[config.mk]
export PLATFORM = sky130hd
export DESIGN_NAME = link_framer_top
export DESIGN_NICKNAME = d
export VERILOG_FILES = /design/src/rtl/lnk_pkg.sv /design/src/rtl/lnk_tx_framer.sv /design/src/rtl/lnk_flit_fifo.sv /design/src/rtl/lnk_rx_deframer.sv /design/src/rtl/link_framer_top.sv
export SDC_FILE = /design/constraint.sdc
export NUM_CORES = 1
export LEC_CHECK = 0
export CORE_UTILIZATION = 46
export DETAILED_ROUTE_END_ITERATION = 12
export HOLD_SLACK_MARGIN = 0.02
export PLACE_DENSITY_LB_ADDON = 0.08
export SLEW_MARGIN = 20
export SYNTH_ARGS = -nofsm -noshare
export SYNTH_HDL_FRONTEND = slang
export SYNTH_SLANG_ARGS = --single-unit
[constraint.sdc]
create_clock -name clk -period 3.15 [get_ports clk]
set_input_delay 0.63 -clock clk [delete_from_list [all_inputs] [get_ports clk]]
set_output_delay 0.63 -clock clk [all_outputs]
set_load 0.05 [all_outputs]
[src/rtl/lnk_pkg.sv]
package lnk_pkg;
    parameter int DATA_W = 16;
    parameter int CTRL_W = 4;
    parameter int FC_W   = 4;

    typedef enum logic [1:0] {
        FT_IDLE = 2'b00,
        FT_TAG  = 2'b01,
        FT_BODY = 2'b10,
        FT_TAIL = 2'b11
    } flit_t;

    typedef struct packed {
        logic              abort;
        logic              head;
        logic              last;
        logic [DATA_W-1:0] data;
    } rx_word_t;

    localparam int RX_WORD_W = $bits(rx_word_t);
endpackage

[src/rtl/lnk_tx_framer.sv]
module lnk_tx_framer
    import lnk_pkg::*;
(
    input  logic              clk,
    input  logic              rst_n,
    input  logic              src_valid,
    input  logic              src_last,
    input  logic [DATA_W-1:0] src_data,
    output logic              src_ready,
    input  logic [FC_W-1:0]   fc_in,
    output logic [DATA_W-1:0] ch_data,
    output logic [CTRL_W-1:0] ch_ctrl
);
    typedef struct packed {
        logic              in_pkt;
        flit_t             ftype;
        logic [DATA_W-1:0] data;
    } tx_state_t;

    tx_state_t st_d, st_q;
    logic      stop_w;
    logic      take_w;

    always_comb begin
        stop_w    = |fc_in;
        src_ready = !stop_w;
        take_w    = src_valid && !stop_w;
        st_d       = st_q;
        st_d.ftype = FT_IDLE;
        st_d.data  = '0;
        if (take_w) begin
            st_d.data = src_data;
            if (!st_q.in_pkt) begin
                st_d.ftype  = FT_TAG;
                st_d.in_pkt = 1'b1;
            end else if (src_last) begin
                st_d.ftype  = FT_TAIL;
                st_d.in_pkt = 1'b0;
            end else begin
                st_d.ftype  = FT_BODY;
            end
        end
    end

    always_ff @(posedge clk or negedge rst_n) begin
        if (!rst_n) begin
            st_q <= '{in_pkt: 1'b0, ftype: FT_IDLE, data: '0};
        end else begin
            st_q <= st_d;
        end
    end

    assign ch_data = st_q.data;
    assign ch_ctrl = {{(CTRL_W-2){1'b0}}, st_q.ftype};

    AST_STOP_GIVES_IDLE: assert property (@(posedge clk) disable iff (!rst_n)
        (|fc_in) |=> (ch_ctrl[1:0] == FT_IDLE));
    AST_IDLE_CARRIES_ZERO: assert property (@(posedge clk) disable iff (!rst_n)
        (ch_ctrl[1:0] == FT_IDLE) |-> (ch_data == '0));
    AST_BODY_INSIDE_PKT: assert property (@(posedge clk) disable iff (!rst_n)
        (ch_ctrl[1:0] == FT_BODY) |-> st_q.in_pkt);
endmodule

[src/rtl/lnk_flit_fifo.sv]
module lnk_flit_fifo #(
    parameter int W     = 19,
    parameter int DEPTH = 8
) (
    input  logic         clk,
    input  logic         rst_n,
    input  logic         push,
    input  logic [W-1:0] wdata,
    input  logic         pop,
    output logic [W-1:0] rdata,
    output logic         not_empty,
    output logic         full,
    output logic [$clog2(DEPTH+1)-1:0] occ
);
    localparam int AW = (DEPTH > 1) ? $clog2(DEPTH) : 1;
    localparam int CW = $clog2(DEPTH+1);

    typedef struct packed {
        logic [AW-1:0] wr;
        logic [AW-1:0] rd;
        logic [CW-1:0] cnt;
    } ptr_t;

    ptr_t          p_d, p_q;
    logic [W-1:0]  mem_q [DEPTH];
    logic          do_push, do_pop;

    function automatic logic [AW-1:0] bump(input logic [AW-1:0] p);
        return (int'(p) == DEPTH-1) ? '0 : p + 1'b1;
    endfunction

    always_comb begin
        do_push = push && !full;
        do_pop  = pop && not_empty;
        p_d     = p_q;
        if (do_push) p_d.wr = bump(p_q.wr);
        if (do_pop)  p_d.rd = bump(p_q.rd);
        case ({do_push, do_pop})
            2'b10:   p_d.cnt = p_q.cnt + 1'b1;
            2'b01:   p_d.cnt = p_q.cnt - 1'b1;
            default: p_d.cnt = p_q.cnt;
        endcase
    end

    always_ff @(posedge clk or negedge rst_n) begin
        if (!rst_n) p_q <= '0;
        else        p_q <= p_d;
    end

    always_ff @(posedge clk) begin
        if (do_push) mem_q[p_q.wr] <= wdata;
    end

    assign rdata     = mem_q[p_q.rd];
    assign not_empty = (p_q.cnt != '0);
    assign full      = (int'(p_q.cnt) == DEPTH);
    assign occ       = p_q.cnt;

    AST_NO_OVERFLOW: assert property (@(posedge clk) disable iff (!rst_n)
        full |-> !push);
    AST_HEAD_HELD: assert property (@(posedge clk) disable iff (!rst_n)
        (not_empty && !pop) |=> $stable(rdata));
endmodule

[src/rtl/lnk_rx_deframer.sv]
module lnk_rx_deframer
    import lnk_pkg::*;
#(
    parameter int DEPTH  = 8,
    parameter int MARGIN = 2
) (
    input  logic              clk,
    input  logic              rst_n,
    input  logic [DATA_W-1:0] ch_data,
    input  logic [CTRL_W-1:0] ch_ctrl,
    input  logic [$clog2(DEPTH+1)-1:0] occ,
    output logic              push,
    output rx_word_t          push_word,
    output logic [FC_W-1:0]   fc_out
);
    localparam int STOP_AT = DEPTH - MARGIN;

    typedef struct packed {
        logic in_pkt;
    } rx_state_t;

    rx_state_t st_d, st_q;
    flit_t     ftype_w;
    logic      stop_w;

    always_comb begin
        ftype_w   = flit_t'(ch_ctrl[1:0]);
        st_d      = st_q;
        push      = 1'b0;
        push_word = '{abort: 1'b0, head: 1'b0, last: 1'b0, data: ch_data};
        unique case (ftype_w)
            FT_TAG: begin
                push            = 1'b1;
                push_word.head  = 1'b1;
                push_word.abort = st_q.in_pkt;
                st_d.in_pkt     = 1'b1;
            end
            FT_BODY: begin
                push = st_q.in_pkt;
            end
            FT_TAIL: begin
                push           = st_q.in_pkt;
                push_word.last = 1'b1;
                st_d.in_pkt    = 1'b0;
            end
            default: begin
            end
        endcase
        stop_w = (int'(occ) >= STOP_AT);
    end

    always_ff @(posedge clk or negedge rst_n) begin
        if (!rst_n) st_q <= '{in_pkt: 1'b0};
        else        st_q <= st_d;
    end

    assign fc_out = {FC_W{stop_w}};

    AST_ORPHAN_DROPPED: assert property (@(posedge clk) disable iff (!rst_n)
        (!st_q.in_pkt && (ch_ctrl[1:0] == FT_BODY || ch_ctrl[1:0] == FT_TAIL)) |-> !push);
    AST_NO_IDLE_PUSH: assert property (@(posedge clk) disable iff (!rst_n)
        (ch_ctrl[1:0] == FT_IDLE) |-> !push);
endmodule

[src/rtl/link_framer_top.sv]
module link_framer_top
    import lnk_pkg::*;
#(
    parameter int DEPTH  = 8,
    parameter int MARGIN = 2
) (
    input  logic              clk,
    input  logic              rst_n,
    input  logic              src_valid,
    input  logic              src_last,
    input  logic [15:0]       src_data,
    output logic              src_ready,
    output logic [15:0]       tx_data,
    output logic [3:0]        tx_ctrl,
    input  logic [3:0]        tx_fc,
    input  logic [15:0]       rx_data,
    input  logic [3:0]        rx_ctrl,
    output logic [3:0]        rx_fc,
    output logic              snk_valid,
    output logic [15:0]       snk_data,
    output logic              snk_head,
    output logic              snk_last,
    output logic              snk_abort,
    input  logic              snk_ready
);
    localparam int CW = $clog2(DEPTH+1);

    logic          push_w;
    rx_word_t      push_word_w;
    logic [RX_WORD_W-1:0] rd_raw_w;
    rx_word_t      rd_word_w;
    logic          full_w;
    logic [CW-1:0] occ_w;

    lnk_tx_framer u_tx (
        .clk       (clk),
        .rst_n     (rst_n),
        .src_valid (src_valid),
        .src_last  (src_last),
        .src_data  (src_data),
        .src_ready (src_ready),
        .fc_in     (tx_fc),
        .ch_data   (tx_data),
        .ch_ctrl   (tx_ctrl)
    );

    lnk_rx_deframer #(.DEPTH(DEPTH), .MARGIN(MARGIN)) u_rx (
        .clk       (clk),
        .rst_n     (rst_n),
        .ch_data   (rx_data),
        .ch_ctrl   (rx_ctrl),
        .occ       (occ_w),
        .push      (push_w),
        .push_word (push_word_w),
        .fc_out    (rx_fc)
    );

    lnk_flit_fifo #(.W(RX_WORD_W), .DEPTH(DEPTH)) u_buf (
        .clk       (clk),
        .rst_n     (rst_n),
        .push      (push_w),
        .wdata     (push_word_w),
        .pop       (snk_ready),
        .rdata     (rd_raw_w),
        .not_empty (snk_valid),
        .full      (full_w),
        .occ       (occ_w)
    );

    assign rd_word_w = rx_word_t'(rd_raw_w);
    assign snk_data  = rd_word_w.data;
    assign snk_head  = rd_word_w.head;
    assign snk_last  = rd_word_w.last;
    assign snk_abort = rd_word_w.abort;

    AST_FC_TRACKS_FILL: assert property (@(posedge clk) disable iff (!rst_n)
        full_w |-> (rx_fc == 4'hF));
endmodule

======== Yosys cells after proc, flatten, opt, wreduce, memory -nomap -nowiden ========
Memory sizes are Yosys's and may differ from the RTL's.
Index checks and enable logic that the tools add are counted.
word-level totals
  output and inout bits ................... 45
  memory bits (writable) .................. 152
  memories ................................ 1
  register bits after elaboration ......... 30
memory list
  memory       depth  bits a word  rd ports  clocked after Yosys merged registers in  write ports  RTL line             RTL
  u_buf.mem_q  8      19           1         0                                        1            lnk_flit_fifo.sv:25  logic [W-1:0] mem_q [DEPTH];
cells by class
  multiplexer cells ....................... 13
  magnitude comparators ................... 1
  add/sub/neg operators ................... 4
  equal/unequal tests ..................... 8
  reduce and logical (&&, ||, !) cells .... 10
operators with widths
  operator                                                           count
  2-to-1 mux 18 bit                                                  1
  2-to-1 mux 3 bit                                                   3
  case mux 4 bit (2 select lines)                                    1
  adder 3 x 1 -> 3 bit, second input constant                        2
  == test 2 bit, second input constant                               3
  == test 3 x 1 -> 1 bit, second input constant                      2
  2-to-1 mux 1 bit                                                   5
  adder 4 x 1 -> 4 bit, second input constant                        1
  == test 2 x 1 -> 1 bit, second input constant                      2
  == test 4 bit, second input constant                               1
  greater-or-equal comparator 4 x 3 -> 1 bit, second input constant  1
  case mux 1 bit (2 select lines)                                    2
  nonzero test 2 bit                                                 2
  nonzero test 4 bit                                                 1
  OR reduction 4 bit                                                 1
  subtractor 4 x 1 -> 4 bit, second input constant                   1
  logical AND 1 bit                                                  3
  logical NOT 1 bit                                                  2
  2-to-1 mux 2 bit                                                   1
  OR reduction 2 bit                                                 1

======== Depth between registers and ports, before layout ========
  word-level depth ........................ 6
  gate-level depth with buffers ........... 11

======== Cells and area by module ========
From an unflattened synthesis, not the netlist that was laid out.
second synthesis, totals
  cell total of the unflattened synthesis .. 387
  area, all modules ....................... 7596.0 um2
modules (own cells, without submodules)
  module           cells an instance  area an instance (um2)  instances  sequential area each (um2)
  lnk_flit_fifo    291                6567.5                  1          4814.6
  lnk_tx_framer    66                 799.5                   1          475.5
  lnk_rx_deframer  30                 229.0                   1          25.0

======== Worst setup path after synthesis ========
No wires, ideal clock.
  path kind ............................... in2reg
  start ................................... in rx_ctrl[1]
  end ..................................... mem u_buf.mem_q[2][0], enable pin
  arrival ................................. 2.689 ns
  required time ........................... 2.727 ns
  stages .................................. 4
  library setup time ...................... 0.423 ns
  setup slack ............................. 0.038 ns
  path through ............................ nand2b_1 -> a22oi_2 -> nand2b_1 -> nor3b_1
between the ends
  cells in the longest elaborated chain, start to end .. 6
ends and longest elaborated chain
  item                                        RTL line               RTL
  start, declared                             link_framer_top.sv:17  input logic [3:0] rx_ctrl,
  == test 2 bit                               lnk_rx_deframer.sv:31  unique case (ftype_w)
  OR reduction 2 bit (no line)                -
  case mux 1 bit (2 select lines) (*)         lnk_rx_deframer.sv:31
  logical AND 1 bit (*)                       lnk_flit_fifo.sv:33    do_push = push && !full;
  2-to-1 mux 1 bit (*)                        lnk_flit_fifo.sv:51    if (do_push) mem_q[p_q.wr] <= wdata;
  2-to-1 mux 1 bit (not written as such) (*)  lnk_flit_fifo.sv:51
  end, declared                               lnk_flit_fifo.sv:25
Every way passes the cells marked *; elsewhere a longest branch is shown, timed or not.

======== Final worst setup path ========
  start ................................... reg u_buf.p_q[4] in the netlist's numbering
  end ..................................... out snk_data[0]
between the ends
  cells in the longest elaborated chain, start to end .. 1
ends and longest elaborated chain
  item                    RTL line               RTL
  start, declared         lnk_flit_fifo.sv:24    ptr_t p_d, p_q;
  start signal, assigned  lnk_flit_fifo.sv:47    else p_q <= p_d;
  memory (8 x 19 bit)     -
  end, declared           link_framer_top.sv:20  output logic [15:0] snk_data,
Every way passes these cells.

==> results <==
- In this run the tool buffered the top-level ports with 85 buffer cells.
- The worst clock skew is 10.6 ps.
- The count of endpoints failing hold in the final timing report is 0.
- In this run, placement finished with an instance count of 637.
- After layout, the worst setup slack is 151 ps.
- For the final routed database, the setup TNS stands at 0 ps.
- The TritonCTS clock tree is built.
- The starting utilization of the core area is 0.478.
- The critical path goes through buf_4 -> mux4_1 -> mux2_2 -> buf_4.
- Counting flops with a built-in enable in the synthesized netlist gives 152.
- In the synthesized netlist the async set-or-reset flop fraction comes to 0.165.
- The cell that appears most often on the critical path is sky130_fd_sc_hd__buf_4.
- The finished layout holds 669 standard cells, fillers aside.
- The die covers 16,500 um^2.
- The total of max-cap violations is 0.
- The number of hold buffers added after CTS was 0.
- The final hold slack is 521 ps.
- Setup repair after global routing left no endpoint under its margin.
- The critical path required time is 2520 ps.
- The launch instance of the worst register-to-register path is u_buf.occ[2].
- The worst setup path is captured at an output pin.
- The clock sink count is 182.
- The cell area that synthesis handed to floorplanning was 7370 um^2.
- The maximum fanout count along the critical path is 14.
- The floorplan step set the die height to 129 um.
- The first global-routing pass estimated 20.8 mm of wire.
- The cell family contributing the most delay on the critical path is multiplexers.
- The core region is 15,400 um^2.
- After detailed routing, the total wire length is 13.4 mm.
- The width of the die is 129 um.
- The worst-skew pair later-pin latency is 420 ps.
- The initial antenna violation count is 0.
- The final total power is 8.54 mW.
- The final critical delay including setup and external delays is 3000 ps.
- For this run, the top clock speed supported by timing is 333 MHz.
- The critical path is of the reg2out type.
- The largest individual stage delay along the critical path comes from the cell sky130_fd_sc_hd__dfrtp_2.
- The relative slew slack is 0.649.
- In the global route stage, overall resource usage came out at 0.176.
- The maximum number of pins on one net before global-route repair is 35.
- The congestion estimate from routability-driven global placement came to 0.673.
- The fraction of the yosys area taken by sequential cells is 0.721.
- The leakage power is 3.34 nW.
- On the worst path, the slowest cell contributes a delay of 640 ps.
- After detailed routing, the average wire length per cell comes to 20.0 um.
- In the finished design, the share of the clock period the worst path needs comes to 0.952.
- Counting every instance in the synthesized netlist gives 358.
- The number of clock buffers added by TritonCTS is 17.
- The maximum vdd drop is 0.596 mV.
- The post-placement setup slack is 358 ps.
- The worst setup path startpoint is u_buf.p_q[4].
- The longest clock path from root to sink contains 2 buffers.
- For this run, design rule violations remaining after detail routing come to 0.
- Dividing the synthesized area by the synthesized cell count gives 20.6 um^2.
- The per-cell via count in the routed design is 5.27.
- The number of antenna diodes in the final layout is 0.
- The standard cell area after detailed placement is 8420 um^2.
- The tightest min-delay check is of the reg2reg type.
- The synthesized design contains 182 register bits.
- The buffer cell driving the clock tree root is sky130_fd_sc_hd__clkbuf_16.
- In this run, post-CTS repair resized a total of 0 instances.
- From synthesis to final layout, the design area changed by 23.5%.
- The filler cells instantiated in the layout total 1,154.
- The first detailed-routing pass ran for 4 iterations.
- The flow ran to the end, and the final reports show no timing, DRC or antenna violations.
- For this design the top-level I/O count stands at 90.
- The half-perimeter wire length of the detailed placement result is 7.86 mm.
- The transition time of the tightest slew-check pin is 525 ps.
- After floorplanning, the core was divided into 45 placement rows.
- The top flip-flop cell by instance count after synthesis is sky130_fd_sc_hd__edfxtp_1.
- The number of pins with negative max-slew slack in the final report is 0.
- Clock-pin slew was measured on the worst setup and hold paths at 70 ps.
- The number of buffers and inverters on the critical path is 2.
- The setup violation total in the final timing report is 0.
- The final design area excluding fillers is 9100 um^2.
- The first routing iteration left 277 violations.
- In the final layout, the share of cells above drive strength 1 is 0.229.
- STA classifies the critical path startpoint as a flip-flop.
- The number of different library cells used by synthesis comes to 34.
- The overall via count from detail_route is 3,528.
- The count of antenna-violating nets left after detailed routing is 0.
- The worst path arrival time is 2370 ps.
- The share of the core filled with cells in the final layout is 0.590.
- In this run the post-CTS setup repair buffer count came out at 0.
- The worst hold path begins at u_tx.st_q[18].
- The H-tree generated during clock tree synthesis spans 4 levels.
- The total overflow left after global routing is 0.
- The number of warning messages in the yosys log is 0.
- In this run the power density over the cells is 938 nW/um^2.
- The final-stage net count is 497.
- The via count of the first global-routing pass came to 3,598.
-- worst reg2reg max path, stage by stage (launching register included) --
cell                      delay, ps
sky130_fd_sc_hd__dfrtp_1        460
sky130_fd_sc_hd__or4_4          550
sky130_fd_sc_hd__nand2_1        200
sky130_fd_sc_hd__inv_1          100
sky130_fd_sc_hd__ha_1           270
sky130_fd_sc_hd__xor2_1         190
sky130_fd_sc_hd__ha_1           190
sky130_fd_sc_hd__a21oi_1        150
sky130_fd_sc_hd__xor2_1         170
sky130_fd_sc_hd__nor2_1          70
sky130_fd_sc_hd__xor2_1         140
-- state kept, by name, summed over array words and instances, names as in the netlist --
| register | cells |
|---|---|
| u_tx.ch_ctrl | 2 |
| u_buf.mem_q | 152 |
| u_tx.st_q | 1 |
| u_tx.ch_data | 16 |
| u_rx.st_q | 1 |
| u_buf.occ | 4 |
| u_buf.p_q | 6 |
-- kinds of logic after synthesis --
group                    Yosys count  share of synthesized area
adder cells (fa/ha/maj)            7                     0.0119
AO/OA/AOI/OAI                     11                     0.0105
flip-flops                       182                      0.721
buffers and inverters             43                     0.0406
other                              1                   0.000509
multiplexers                      62                      0.172
AND/OR/NAND/NOR                   47                     0.0379
XOR/XNOR                           5                    0.00594
-- layout by cell type, fill, tap and decap left out, drive strengths merged, types with 2 or more instances in the layout --
cell and instances:
edfxtp 152, clkdlybuf4s50 65, buf 40, mux4 38, dfrtp 30, mux2 24
clkbuf 18, and3 17, ha 7, bufinv 7, nand2 5, inv 5
nor2 5, xor2 4, nor3b 4, clkinvlp 4, nor3 4, nand2b 3
nor2b 3, clkinv 3, and2 2, a21o 2, a21oi 2, o21ai 2
conb 2
-- power breakdown --
part	internal (mW)	total (mW)	switching (mW)
Clock	1.56	2.41	0.852
Sequential	2.94	3.15	0.205
Combinational	1.25	2.98	1.73
Total	5.75	8.54	2.79
-- layout make-up --
class	instances	area (um^2)	area share
Multi-Input combinational cell	134	1790	0.197
Inverter	5	18.8	0.00206
Tap cell	211	264	0.0290
Clock buffer	18	429	0.0472
Sequential cell	182	5320	0.584
Clock inverter	14	255	0.0280
Timing Repair Buffer	105	1030	0.113
-- cell usage after synthesis, drive strengths merged (4+ instances only) --
library cell	instances	area (um^2)
nor3b	4	30.0
buf	32	258
edfxtp	152	4560
clkbuf	6	22.5
mux2	24	270
dfrtp	30	751
nor2	5	18.8
mux4	38	995
nand2	5	18.8
and3	17	106
ha	7	87.6
nor3	4	20.0
xor2	4	35.0
inv	5	18.8
-- layer usage --
layer / routed length (um) / vias to the layer above / GRT usage
met1: 6090 / 1833 / 0.237
met3: 562 / 7 / 0.0582
met5: 0 / - / 0
met2: 6650 / 83 / 0.272
met4: 102 / 0 / 0.0581
li1: - / 1605 / -
-- final timing paths --
check | endpoint | slack [ps] | depth (start not counted)
setup / recovery | snk_data[0] | 150 | 4
hold / removal | u_tx.ch_ctrl[0] | 520 | 1
setup reg to reg | u_buf.occ[2] | 540 | 10
hold reg to reg | u_tx.ch_ctrl[0] | 520 | 1
max in group asynchronous | u_buf.p_q[4] | 2250 | 2
min in group asynchronous | u_buf.occ[0] | 590 | 2
(Power assumes the default switching activity.)
